--- src/rtl/meter_pkg.sv ---
package meter_pkg;
  typedef enum logic [1:0] {
    LIM_ALL   = 2'b00,
    LIM_FLOOD = 2'b01,
    LIM_MULTI = 2'b10,
    LIM_BCAST = 2'b11
  } lim_mode_e;

  localparam int unsigned GAP_BYTES = 12;
  localparam int unsigned PRE_BYTES = 8;
endpackage

--- src/rtl/meter_classify.sv ---
module meter_classify
  import meter_pkg::*;
(
  input  logic [1:0] mode,
  input  logic       is_bc,
  input  logic       is_mc,
  input  logic       is_fl,
  output logic       charged
);
  lim_mode_e mode_e;
  assign mode_e = lim_mode_e'(mode);

  always_comb begin
    unique case (mode_e)
      LIM_ALL:   charged = 1'b1;
      LIM_FLOOD: charged = is_bc | is_mc | is_fl;
      LIM_MULTI: charged = is_bc | is_mc;
      LIM_BCAST: charged = is_bc;
      default:   charged = 1'b1;
    endcase
  end
endmodule

--- src/rtl/meter_length.sv ---
module meter_length
  import meter_pkg::*;
#(
  parameter int LEN_W = 16,
  localparam int ADJ_W = LEN_W + 1
) (
  input  logic [LEN_W-1:0] len,
  input  logic             add_gap,
  input  logic             add_pre,
  output logic [ADJ_W-1:0] adj_len
);
  logic [ADJ_W-1:0] gap_b, pre_b;
  assign gap_b   = add_gap ? ADJ_W'(GAP_BYTES) : '0;
  assign pre_b   = add_pre ? ADJ_W'(PRE_BYTES) : '0;
  assign adj_len = ADJ_W'(len) + gap_b + pre_b;
endmodule

--- src/rtl/meter_bucket.sv ---
module meter_bucket #(
  parameter int TOK_W  = 24,
  parameter int ADJ_W  = 17,
  parameter int RATE_W = 16,
  localparam int SUM_W = TOK_W + 1
) (
  input  logic              clk,
  input  logic              rst,
  input  logic              charge,
  input  logic [ADJ_W-1:0]  adj_len,
  input  logic              tick,
  input  logic [RATE_W-1:0] rate,
  input  logic [TOK_W-1:0]  burst,
  output logic              exceed,
  output logic [TOK_W-1:0]  level,
  output logic [TOK_W-1:0]  level_nxt
);
  logic [TOK_W-1:0] level_q, adj_x, rate_x, after_debit;
  logic [SUM_W-1:0] refill_sum;

  assign adj_x  = TOK_W'(adj_len);
  assign rate_x = TOK_W'(rate);
  assign exceed = charge && (adj_x > level_q);

  always_comb begin
    after_debit = (charge && !exceed) ? (level_q - adj_x) : level_q;
    refill_sum  = SUM_W'(after_debit) + SUM_W'(rate_x);
    if (tick)
      level_nxt = (refill_sum > SUM_W'(burst)) ? burst : refill_sum[TOK_W-1:0];
    else
      level_nxt = after_debit;
  end

  always_ff @(posedge clk) begin
    if (rst) level_q <= burst;
    else     level_q <= level_nxt;
  end

  assign level = level_q;
endmodule

--- src/rtl/meter_outreg.sv ---
module meter_outreg #(
  parameter int TOK_W = 24
) (
  input  logic             clk,
  input  logic             rst,
  input  logic             exceed,
  input  logic             pause_en,
  input  logic             limit_on,
  input  logic [TOK_W-1:0] level_nxt,
  input  logic [TOK_W-1:0] burst,
  output logic             fc_req,
  output logic             drop_flag
);
  logic [TOK_W-1:0] half_b;
  logic             fc_q, drop_q;

  assign half_b = burst >> 1;

  always_ff @(posedge clk) begin
    if (rst) begin
      fc_q   <= 1'b0;
      drop_q <= 1'b0;
    end else begin
      drop_q <= exceed && !pause_en;
      if (!limit_on)
        fc_q <= 1'b0;
      else if (exceed && pause_en)
        fc_q <= 1'b1;
      else if (fc_q && (!pause_en || level_nxt > half_b))
        fc_q <= 1'b0;
    end
  end

  assign fc_req    = fc_q;
  assign drop_flag = drop_q;
endmodule

--- src/rtl/ingress_meter.sv ---
module ingress_meter #(
  parameter int LEN_W  = 16,
  parameter int RATE_W = 16,
  parameter int TOK_W  = 24,
  localparam int ADJ_W = LEN_W + 1
) (
  input  logic              clk,
  input  logic              rst,
  input  logic              frm_end,
  input  logic [LEN_W-1:0]  frm_len,
  input  logic              frm_bcast,
  input  logic              frm_mcast,
  input  logic              frm_flood,
  input  logic [1:0]        cfg_mode,
  input  logic              cfg_pause_en,
  input  logic              cfg_gap,
  input  logic              cfg_pre,
  input  logic [RATE_W-1:0] cfg_rate,
  input  logic [TOK_W-1:0]  cfg_burst,
  input  logic              rate_tick,
  output logic              fc_req,
  output logic              drop_flag
);
  logic             cls_hit, limit_on, charge, exceed;
  logic [ADJ_W-1:0] adj_len;
  logic [TOK_W-1:0] tok_level, tok_next;

  assign limit_on = |cfg_rate;
  assign charge   = frm_end && cls_hit && limit_on;

  meter_classify u_cls (
    .mode(cfg_mode), .is_bc(frm_bcast), .is_mc(frm_mcast), .is_fl(frm_flood),
    .charged(cls_hit)
  );

  meter_length #(.LEN_W(LEN_W)) u_len (
    .len(frm_len), .add_gap(cfg_gap), .add_pre(cfg_pre), .adj_len(adj_len)
  );

  meter_bucket #(.TOK_W(TOK_W), .ADJ_W(ADJ_W), .RATE_W(RATE_W)) u_bkt (
    .clk(clk), .rst(rst), .charge(charge), .adj_len(adj_len),
    .tick(rate_tick), .rate(cfg_rate), .burst(cfg_burst),
    .exceed(exceed), .level(tok_level), .level_nxt(tok_next)
  );

  meter_outreg #(.TOK_W(TOK_W)) u_out (
    .clk(clk), .rst(rst), .exceed(exceed), .pause_en(cfg_pause_en),
    .limit_on(limit_on), .level_nxt(tok_next), .burst(cfg_burst),
    .fc_req(fc_req), .drop_flag(drop_flag)
  );
endmodule

--- config.mk ---
export PLATFORM = sky130hd
export DESIGN_NAME = ingress_meter
export DESIGN_NICKNAME = d
export VERILOG_FILES = /design/src/rtl/meter_pkg.sv /design/src/rtl/meter_classify.sv /design/src/rtl/meter_length.sv /design/src/rtl/meter_bucket.sv /design/src/rtl/meter_outreg.sv /design/src/rtl/ingress_meter.sv
export SDC_FILE = /design/constraint.sdc
export NUM_CORES = 1
export LEC_CHECK = 0
export ABC_AREA = 1
export ABC_CLOCK_PERIOD_IN_PS = 8490
export BUFFER_PORTS_ARGS = -buffer_cell sky130_fd_sc_hd__clkbuf_2
export CAP_MARGIN = 10
export CORE_MARGIN = 5
export CORE_UTILIZATION = 56
export DETAILED_ROUTE_END_ITERATION = 6
export PLACE_DENSITY = 0.82
export SKIP_CTS_REPAIR_TIMING = 1
export SLEW_MARGIN = 20
export SYNTH_ARGS = -nofsm -noshare
export SYNTH_HDL_FRONTEND = slang
export SYNTH_HIERARCHICAL = 1
export SYNTH_SLANG_ARGS = --single-unit
--- constraint.sdc ---
create_clock -name clk -period 8.49 [get_ports clk]
set_input_delay 0.4245 -clock clk [delete_from_list [all_inputs] [get_ports clk]]
set_output_delay 0.4245 -clock clk [all_outputs]
set_load 0.01 [all_outputs]
==> flow_summary.yaml <==
run_status:
  status: "completed"
synthesis:
  synth-compound-area-share_pct: 9.075
  ys_ff_latch: 26
  synth-edff-count: 0
  synthSimpleGateAreaFrac_pct: 45.79
  synth-async-reset-ratio_pct: 0
  syn_area_sq_mm: 0.006274
  avgSynthCellArea_sq_um: 5.572
  syn-num-nets: 1281
  synth-adder-area-share_pct: 17.83
  ys_top_cells_by_area: "nand2_1 25%, ha_1 17%, inv_1 12%, dfxtp_1 8.3%, nand3_1 5.5%"
  synthFlopType: "dfxtp_1"
  synth_xor_area_share_pct: 4.467
  synth_largest_area_cell: "nand2_1"
  synth_cell_types: 41
  ys_seq_area_share_pct: 8.297
  synth_top_family_by_area: "simple AND/OR/NAND/NOR gates"
  synth_top_area_share_pct: 25.25
  synthMuxAreaShare_pct: 0
  syn_inst: 1126
  ys_warn_count: 6
routing:
  drt_iter0_markers: 514
  wire_per_inst_um: 13.80
  drc_errors: 0
  drt-total-wl_mm: 18.47
  via_per_inst: 5.306
  drtPass1Iterations: 5
  ant_nets: 0
  num_vias: 7100
global_route:
  grt.met3_usage_pct: 0.8355
  grt_pass1_wl_mm: 28.52
  antenna_found_initial: 0
  grt_util_all_layers_pct: 25.99
  use_met1_pct: 36.54
  busiest_layer: "met2"
  grt.overflow.total: 0
  met2_usage_pct: 43.27
  grt_max_degree: 28
  grt_pass1_vias: 6276
cts:
  cts_tree: "yes"
  clk_pin_slew_ns: 0.09
  clockBufferDepth: 2
  clock_latency_ns: 0.27
  numCtsBuffers: 3
  htreeDepth: 1
  clockRootBuffer: "clkbuf_8"
  cts_sinks: 26
worst_setup_path:
  worstPathMaxFanout: 7
  cp.arrival_ns: 8.19
  rr_worst_depth: 50
  cp_common_cell: "nand2_1"
  r2r-start: "u_bkt/level[0]"
  cp-start-kind: "input port"
  end_kind: "flop"
  crit_required_ns: 8.66
  r2r_end: "u_out/fc_req"
  crit_type: "input port to flop"
  cpPeakStageDelay_ns: 0.53
  r2r_setup_slack_ns: 1.63
  cpMaxStageDelayCell: "fa_1"
floorplanning:
  start_util_pct: 57.62
  die_h_um: 115.8
  die-area_sq_mm: 0.01342
  core-area_sq_mm: 0.01089
  io_pins: 70
  fp-row-count: 38
  die_x_um: 115.8
sta:
  post-route-period-util_pct: 94.44
  hold_slack_ns: 0.3323
  setup_viol: 0
  fin_setup_tns_ns: 0
  clock.fmax_mhz: 124.7
  hold_viol_final: 0
  fin_crit_ns: 8.018
  skew_ns: 0.007981
  max-slew-margin-rel_pct: 42.98
  maxSlewViolCount: 0
  tightest_slew_ns: 0.8544
min_path:
  hold_depth: 2
  min_to: "u_out/drop_flag"
  hp-start: "cfg_pause_en"
  min_path_type: "input port to flop"
placement:
  gp_congestion: 0.9562
  port_buffers: 69
  place_hpwl_mm: 14.76
power:
  ir_drop_mv: 0.1229
  p_leak_nw: 4.153
  netSwitchingFraction_pct: 57.15
  internal_power_mw: 0.6113
  power_density_mw_per_mm2: 202.7
  pwr-share-clk_pct: 4.9
  switching_power_mw: 0.8154
  seqPwrFrac_pct: 11.5
  comb_power_share_pct: 83.7
final_layout:
  drive_gt1_share_pct: 15.69
  area_delta_synth_final_pct: 12.21
  nets: 1355
  diodes: 0
job:
  maxCapViolCount: 0
==> cells in the final DEF, fill, tap and decap left out, drive strengths merged, types with 4 or more instances in the layout <==
| cell | Yosys | layout |
|---|---|---|
| nand3b | 5 | 5 |
| nor2 | 78 | 81 |
| nand3 | 86 | 86 |
| xnor2 | 13 | 13 |
| xor2 | 19 | 19 |
| dfxtp | 26 | 26 |
| inv | 205 | 205 |
| nand2 | 449 | 451 |
| a21oi | 55 | 55 |
| o21ai | 34 | 34 |
| nand4 | 14 | 14 |
| buf | 15 | 17 |
| nor3 | 5 | 5 |
| clkbuf | 7 | 72 |
| fa | 4 | 4 |
| o21bai | 4 | 4 |
| and2 | 8 | 8 |
| ha | 83 | 83 |
==> sequential cells by signal, summed over array words and instances (netlist names) <==
name             count
u_out/fc_req         1
u_bkt/level         24
u_out/drop_flag      1
==> power groups by stage <==
stage	clock (mW)	combinational (mW)	sequential, mW
6_report	0.0692	1.19	0.164
5_1_grt	0.0771	1.33	0.167
4_1_cts	0.0696	1.08	0.162
3_5_place_dp	0	1.07	0.165
3_3_place_gp	0	1.06	0.165
2_1_floorplan	0	0.841	0.158
==> cells by family (layout without fill, tap and decap cells) <==
family          count (synthesis)  in the layout
xor+xnor                       32             32
compound gates                103            103
fa+ha+maj                      87             87
simple gates                  651            656
flops                          26             26
buf+inv                       227            294
==> cell usage after synthesis, drive strengths merged, types with 2 or more instances <==
cell and count:
inv 205, o21ai 34, and2 8, nand3b 5
nor3 5, a21o 3, a21oi 55, ha 83
a211oi 2, a21boi 2, o21bai 4, fa 4
nand3 86, nand4 14, dfxtp 26, xor2 19
clkbuf 7, o21a 2, xnor2 13, buf 15
nor2 78, or2 3, nand2 449
==> area by class of cell <==
| class | count | area [sq um] |
|---|---|---|
| repair buffers | 86 | 480.5 |
| well taps | 140 | 175.2 |
| inverters | 205 | 769.5 |
| flip-flops and latches | 26 | 520.5 |
| multi-input cells | 878 | 5052 |
| clock buffers | 3 | 41.29 |
| fillers | 1106 | 3849 |
==> stage by stage <==
stage | setup slack (ns) | instances | total power, mW | cell area, sq um | util (%)
finish | 0.4720 | 1338 | 1.427 | 7039 | 64.65
global route | -0.08815 | 1338 | 1.577 | 7039 | 64.65
CTS | 0.07859 | 1321 | 1.313 | 6730 | 61.81
detailed placement | -0.1909 | 1318 | 1.236 | 6689 | 61.43
global placement | -0.01517 | 1318 | 1.228 | 6689 | 61.43
floorplan | 0.3041 | 1126 | 0.9984 | 6274 | -
==> critical path: cells and delay by family <==
kind | cells | cell delay, ns
simple gates | 36 | 3.40
fa+ha+maj | 7 | 2.35
compound gates | 6 | 1.09
buf+inv | 7 | 0.59
xor+xnor | 2 | 0.32
==> worst max path at each step <==
stage	start	to	slack [ns]
2_1_floorplan	frm_len[3]	u_out/fc_req	0.30
3_3_place_gp	frm_len[3]	u_out/fc_req	-0.02
3_5_place_dp	frm_len[3]	u_out/fc_req	-0.19
4_1_cts	frm_len[3]	u_out/fc_req	0.08
5_1_grt	frm_len[3]	u_out/fc_req	-0.09
6_report	frm_len[3]	u_out/fc_req	0.47
==> metal layers <==
layer / vias up / part of all wire, %
met1: 3123 / 45
met4: 0 / 3.7
li1: 3654 / -
met3: 48 / 6.6
met5: - / 0
met2: 275 / 45
No activity file was read; power rests on OpenSTA's default activity.
